**config.mk**
```make
export PLATFORM = sky130hd
export DESIGN_NAME = bus_err_capture
export DESIGN_NICKNAME = d
export VERILOG_FILES = /design/src/rtl/bec_pkg.sv /design/src/rtl/bec_rst_sync.sv /design/src/rtl/bec_capture.sv /design/src/rtl/bec_irq_flag.sv /design/src/rtl/bec_read_mux.sv /design/src/rtl/bus_err_capture.sv
export SDC_FILE = /design/constraint.sdc
export NUM_CORES = 1
export LEC_CHECK = 0
export ABC_CLOCK_PERIOD_IN_PS = 800
export BUFFER_PORTS_ARGS = -buffer_cell sky130_fd_sc_hd__buf_2
export CORE_AREA = 2 2 39 41
export CTS_BUF_LIST = sky130_fd_sc_hd__clkbuf_2 sky130_fd_sc_hd__clkbuf_4 sky130_fd_sc_hd__clkbuf_8
export DETAILED_ROUTE_END_ITERATION = 7
export DIE_AREA = 0 0 41 43
export PLACE_DENSITY_LB_ADDON = 0.12
export RECOVER_POWER = 100
export SLEW_MARGIN = 20
export SYNTH_ARGS = -nofsm -noshare
export SYNTH_HDL_FRONTEND = slang
export SYNTH_SLANG_ARGS = --single-unit
```
**constraint.sdc**
```tcl
create_clock -name clk -period 0.8 [get_ports clk]
set_input_delay 0.12 -clock clk [delete_from_list [all_inputs] [get_ports clk]]
set_output_delay 0.12 -clock clk [all_outputs]
set_load 0.01 [all_outputs]
```
**src/rtl/bec_pkg.sv**
```systemverilog
package bec_pkg;
  localparam int SEG_W  = 5;
  localparam int KIND_W = 2;
  localparam int WORD_W = KIND_W + 1 + SEG_W;

  localparam logic ADDR_CAP = 1'b0;
  localparam logic ADDR_INT = 1'b1;

  typedef enum logic [KIND_W-1:0] {
    KIND_BIT   = 2'b00,
    KIND_FORM  = 2'b01,
    KIND_STUFF = 2'b10,
    KIND_OTHER = 2'b11
  } err_kind_e;

  typedef enum logic [SEG_W-1:0] {
    SEG_SOF        = 5'b00011,
    SEG_ID_A       = 5'b00010,
    SEG_ID_B       = 5'b00110,
    SEG_SUBST_RTR  = 5'b00100,
    SEG_EXT_FLAG   = 5'b00101,
    SEG_ID_C       = 5'b00111,
    SEG_ID_D       = 5'b01111,
    SEG_ID_E       = 5'b01110,
    SEG_RTR        = 5'b01100,
    SEG_RSV1       = 5'b01101,
    SEG_RSV0       = 5'b01001,
    SEG_DLC        = 5'b01011,
    SEG_DATA       = 5'b01010,
    SEG_CRC        = 5'b01000,
    SEG_CRC_DELIM  = 5'b11000,
    SEG_ACK_SLOT   = 5'b11001,
    SEG_ACK_DELIM  = 5'b11011,
    SEG_EOF        = 5'b11010,
    SEG_IFS        = 5'b10010,
    SEG_ACT_EFLAG  = 5'b10001,
    SEG_PAS_EFLAG  = 5'b10110,
    SEG_TOL_DOM    = 5'b10011,
    SEG_ERR_DELIM  = 5'b10111,
    SEG_OVLD_FLAG  = 5'b11100
  } seg_pos_e;

  typedef struct packed {
    logic [KIND_W-1:0] kind;
    logic              rx;
    logic [SEG_W-1:0]  seg;
  } cap_word_t;
endpackage

```
**src/rtl/bec_rst_sync.sv**
```systemverilog
module bec_rst_sync #(
  parameter int STAGES = 2
) (
  input  logic clk,
  input  logic rst_n,
  output logic rst_sync_n
);
  logic [STAGES-1:0] chain_q;

  always_ff @(posedge clk or negedge rst_n) begin
    if (!rst_n) chain_q <= '0;
    else        chain_q <= {chain_q[STAGES-2:0], 1'b1};
  end

  assign rst_sync_n = chain_q[STAGES-1];
endmodule

```
**src/rtl/bec_capture.sv**
```systemverilog
module bec_capture
  import bec_pkg::*;
(
  input  logic      clk,
  input  logic      rst_n,
  input  logic      err_strobe,
  input  cap_word_t err_word,
  input  logic      host_rd_cap,
  output cap_word_t cap_word,
  output logic      armed,
  output logic      cap_take
);
  logic armed_d;
  logic armed_en;

  // A read of the capture word re-arms in the same cycle, so a strobe that
  // collides with the read is taken at the edge that ends the read.
  always_comb begin
    cap_take = err_strobe & (armed | host_rd_cap);
    armed_en = cap_take | host_rd_cap;
    armed_d  = ~cap_take;
  end

  always_ff @(posedge clk or negedge rst_n) begin
    if (!rst_n) begin
      cap_word <= '0;
    end else if (cap_take) begin
      cap_word <= err_word;
    end
  end

  always_ff @(posedge clk or negedge rst_n) begin
    if (!rst_n) begin
      armed <= 1'b1;
    end else if (armed_en) begin
      armed <= armed_d;
    end
  end
endmodule

```
**src/rtl/bec_irq_flag.sv**
```systemverilog
module bec_irq_flag (
  input  logic clk,
  input  logic rst_n,
  input  logic cap_take,
  input  logic int_en,
  input  logic host_rd_int,
  output logic flag
);
  logic set_req;
  logic flag_en;
  logic flag_d;

  // Setting has priority over the clear-on-read.
  always_comb begin
    set_req = cap_take & int_en;
    flag_en = set_req | host_rd_int;
    flag_d  = set_req;
  end

  always_ff @(posedge clk or negedge rst_n) begin
    if (!rst_n) begin
      flag <= 1'b0;
    end else if (flag_en) begin
      flag <= flag_d;
    end
  end
endmodule

```
**src/rtl/bec_read_mux.sv**
```systemverilog
module bec_read_mux
  import bec_pkg::*;
#(
  parameter int INT_BIT = WORD_W - 1
) (
  input  logic              rd_addr,
  input  cap_word_t         cap_word,
  input  logic              flag,
  output logic [WORD_W-1:0] rd_data
);
  logic [WORD_W-1:0] int_reg;

  for (genvar i = 0; i < WORD_W; i++) begin : g_int_bits
    if (i == INT_BIT) begin : g_flag
      assign int_reg[i] = flag;
    end else begin : g_zero
      assign int_reg[i] = 1'b0;
    end
  end

  always_comb begin
    if (rd_addr == ADDR_INT) rd_data = int_reg;
    else                     rd_data = cap_word;
  end
endmodule

```
**src/rtl/bus_err_capture.sv**
```systemverilog
module bus_err_capture
  import bec_pkg::*;
#(
  parameter int INT_BIT = WORD_W - 1
) (
  input  logic              clk,
  input  logic              rst_n,
  input  logic              err_strobe,
  input  logic [SEG_W-1:0]  err_seg,
  input  logic [KIND_W-1:0] err_kind,
  input  logic              err_rx,
  input  logic              int_en,
  input  logic              rd_en,
  input  logic              rd_addr,
  output logic [WORD_W-1:0] rd_data,
  output logic              irq
);
  logic      rst_i_n;
  cap_word_t err_word;
  cap_word_t cap_word;
  logic      armed;
  logic      cap_take;
  logic      host_rd_cap;
  logic      host_rd_int;

  assign err_word    = '{kind: err_kind, rx: err_rx, seg: err_seg};
  assign host_rd_cap = rd_en & (rd_addr == ADDR_CAP);
  assign host_rd_int = rd_en & (rd_addr == ADDR_INT);

  bec_rst_sync #(.STAGES(2)) u_rst (
    .clk        (clk),
    .rst_n      (rst_n),
    .rst_sync_n (rst_i_n)
  );

  bec_capture u_cap (
    .clk         (clk),
    .rst_n       (rst_i_n),
    .err_strobe  (err_strobe),
    .err_word    (err_word),
    .host_rd_cap (host_rd_cap),
    .cap_word    (cap_word),
    .armed       (armed),
    .cap_take    (cap_take)
  );

  bec_irq_flag u_irq (
    .clk         (clk),
    .rst_n       (rst_i_n),
    .cap_take    (cap_take),
    .int_en      (int_en),
    .host_rd_int (host_rd_int),
    .flag        (irq)
  );

  bec_read_mux #(.INT_BIT(INT_BIT)) u_rd (
    .rd_addr  (rd_addr),
    .cap_word (cap_word),
    .flag     (irq),
    .rd_data  (rd_data)
  );
endmodule

```
==> results.ini <==
[status]
outcome = complete, but fails checks
violations = setup timing

[logic_synthesis]
seq_area_frac_synth_pct = 57.9
synthTopCellsByArea = dfrtp_1 (53%), mux2_2 (15%), nor2b_1 (8.4%)
syn_nets = 51
yosysUniqueCellTypes = 13
syn_area_per_cell_um2 = 14.1
yosysWarningCount = 0
synthArstFlopShare_pct = 100
synth_top_area_cell = dfrtp_1
synthCells = 37
syn_area_um2 = 520
ys_ff_latch = 12
synth_edf_count = 0
synth_top_area_share_pct = 52.9
synth_commonest_cells = dfrtp_1 (11), mux2_2 (7), nor2b_1 (7)
synthFlopType = dfrtp_1
synth_most_common_cell = dfrtp_1

[floorplanning]
die_h_um = 43
fp-row-count = 14
core_mm2 = 0.00138
ios = 23
die_area_mm2 = 0.00176
initial_core_util_pct = 37.6
fp.dieW_um = 41

[drt]
top_layer = met4
wl_met1_um = 410
first_pass_iters = 2
post_drt_wl_per_cell_um = 11.5
wl_met3_um = 56
drtAntennaViolNets = 0
drt_iter0_markers = 2
met2_length_um = 525
wl_um = 1000
vias_per_cell = 4.52
drc = 0
via_count = 393

[power]
ir_drop_uv = 970
total_power_w = 0.00162
power.leakage_nw = 0.410
p_per_area_mw_per_mm2 = 2030

[clocking]
cts.sink_count = 12
cts_root_buf = clkbuf_4
clock_latency_ns = 0.27
htreeDepth = 1
cts_tree = done
cts_buffer_depth = 2
cts_buffers = 3
clkSlewWorstSetupHoldPaths_ns = 0.07

[sta]
finalCriticalPeriod_ns = 1.16
fmax_mhz = 861
worst_clock_skew_ns = 0.00485
hold_ws_ns = 0.0755
rsz0062_at_grt = true
setup_viol = 19
fin_crit_sh_pct = 145
hold_violations = 0
timing.final.ws_setup_ns = -0.362
slew_viol_final = 0

[hold_path]
holdCritPathClass = input port to flop
hold_end = u_cap.cap_word[1]
hold_path_depth = 2
hp-start = err_seg[1]

[flow_run]
drv_cap = 0

[critical_path]
worstRegToRegCells = 3
criticalPathCategory = flop to output port
crit_path_max_incr_delay_ns = 0.38
critPathBufInv = 1
cp-startpoint = u_cap.cap_word[7]
crit_family = flip-flops
endpoint_kind = output port
crit_required_ns = 0.68
worst-r2r-setup-slack_ns = -0.36
reg2reg_to = u_cap.cap_word[4]
worstSetupStartpointType = flop
r2r-start = u_cap.armed
critical-path-slowest-cell = dfrtp_1
path_cells = mux2_4 -> buf_6
cp.arrival_ns = 1.04
cp_max_fo = 2

[grt]
grt-ovfl-total = 0
gr-usage-all-layers_pct = 12.1
antenna_found_initial = 0
grt_pass1_vias = 369
grt_max_degree = 11
grt_pass1_wl_um = 1380

[place]
io_buffers = 22
hpwl_um = 704
gp_congestion = 0.612

[layout]
nNetsFinal = 86
seqCellArea_um2 = 302
layout-drive-gt1-share_pct = 69.0
nFillCells = 127
n_antenna_cell = 0
area.growth.synth_to_final_pct = 53.4
multi_input_area_um2 = 244

what timing repair did:
action / CTS / global route
hold endpoints to repair: 2 / 0
resized for setup: 3 / 10
pin swaps: 1 / 5
endpoints found under the setup margin: 19 / 19
buffers inserted: 2 / 4
hold buffers: 1 / 0
final cells by class:
cell class	count	area share [%]
flip-flops and latches	12	37.8
clock buffers	4	3.76
multi-input cells	24	30.6
well taps	16	2.51
repair buffers	31	25.4
worst max-delay path by stage:
stage | to | slack [ns] | depth (start not counted)
finish | rd_data[7] | -0.36 | 2
global route | rd_data[7] | -0.41 | 2
CTS | rd_data[7] | -0.37 | 2
detailed placement | u_cap.cap_word[4] | -0.34 | 4
global placement | u_cap.cap_word[3] | -0.33 | 4
floorplan | u_cap.cap_word[0] | -0.26 | 2
where the power goes:
group	internal, W	leakage [nW]	switching, W
Combinational	0.000297	0.251	0.000152
Sequential	0.000707	0.140	0.0000542
Clock	0.000227	0.0184	0.000185
Total	0.00123	0.410	0.000390
stage by stage:
stage / setup WS, ns / util, % / TNS [ns] / instance area [um^2] / instances
after floorplan: -0.258 / - / -2.06 / 524 / 37
after CTS: -0.372 / 54.5 / -5.03 / 754 / 85
after global routing: -0.406 / 57.7 / -5.43 / 798 / 87
after detailed placement: -0.343 / 48.6 / -2.93 / 673 / 78
final: -0.362 / 57.7 / -4.80 / 798 / 87
after global placement: -0.331 / 48.6 / -2.87 / 673 / 78
registers in the layout (all words and copies together) (netlist names):
register,count
u_cap.cap_word,8
u_cap.armed,1
u_rst.chain_q,2
u_irq.flag,1
metal layers:
layer,up-vias,global-route usage [%]
met5,-,0
met3,2,3.14
met2,14,19.1
met1,186,13.4
met4,0,8.00
li1,191,-
logic make-up (layout without fill, tap and decap cells):
kind of cell / count (synthesis) / in the layout / share of synthesized area, %
other: 1 / 1 / 0.720
muxes: 9 / 9 / 19.5
DFF: 12 / 12 / 57.9
AOI/OAI and AO/OA: 3 / 3 / 6.49
buffers and inverters: 1 / 35 / 2.16
and+or+nand+nor: 11 / 11 / 13.2
layout by cell type (no fill, tap or decap), drive strengths merged:
cell         count
o211ai           1
nand2            1
nor2             2
nor2b            8
dfstp            1
dfrtp           11
buf             29
a21bo            1
clkbuf           5
o21ai            1
dlygate4sd3      1
conb             1
mux2             9
Power figures use the tool's default switching activity.
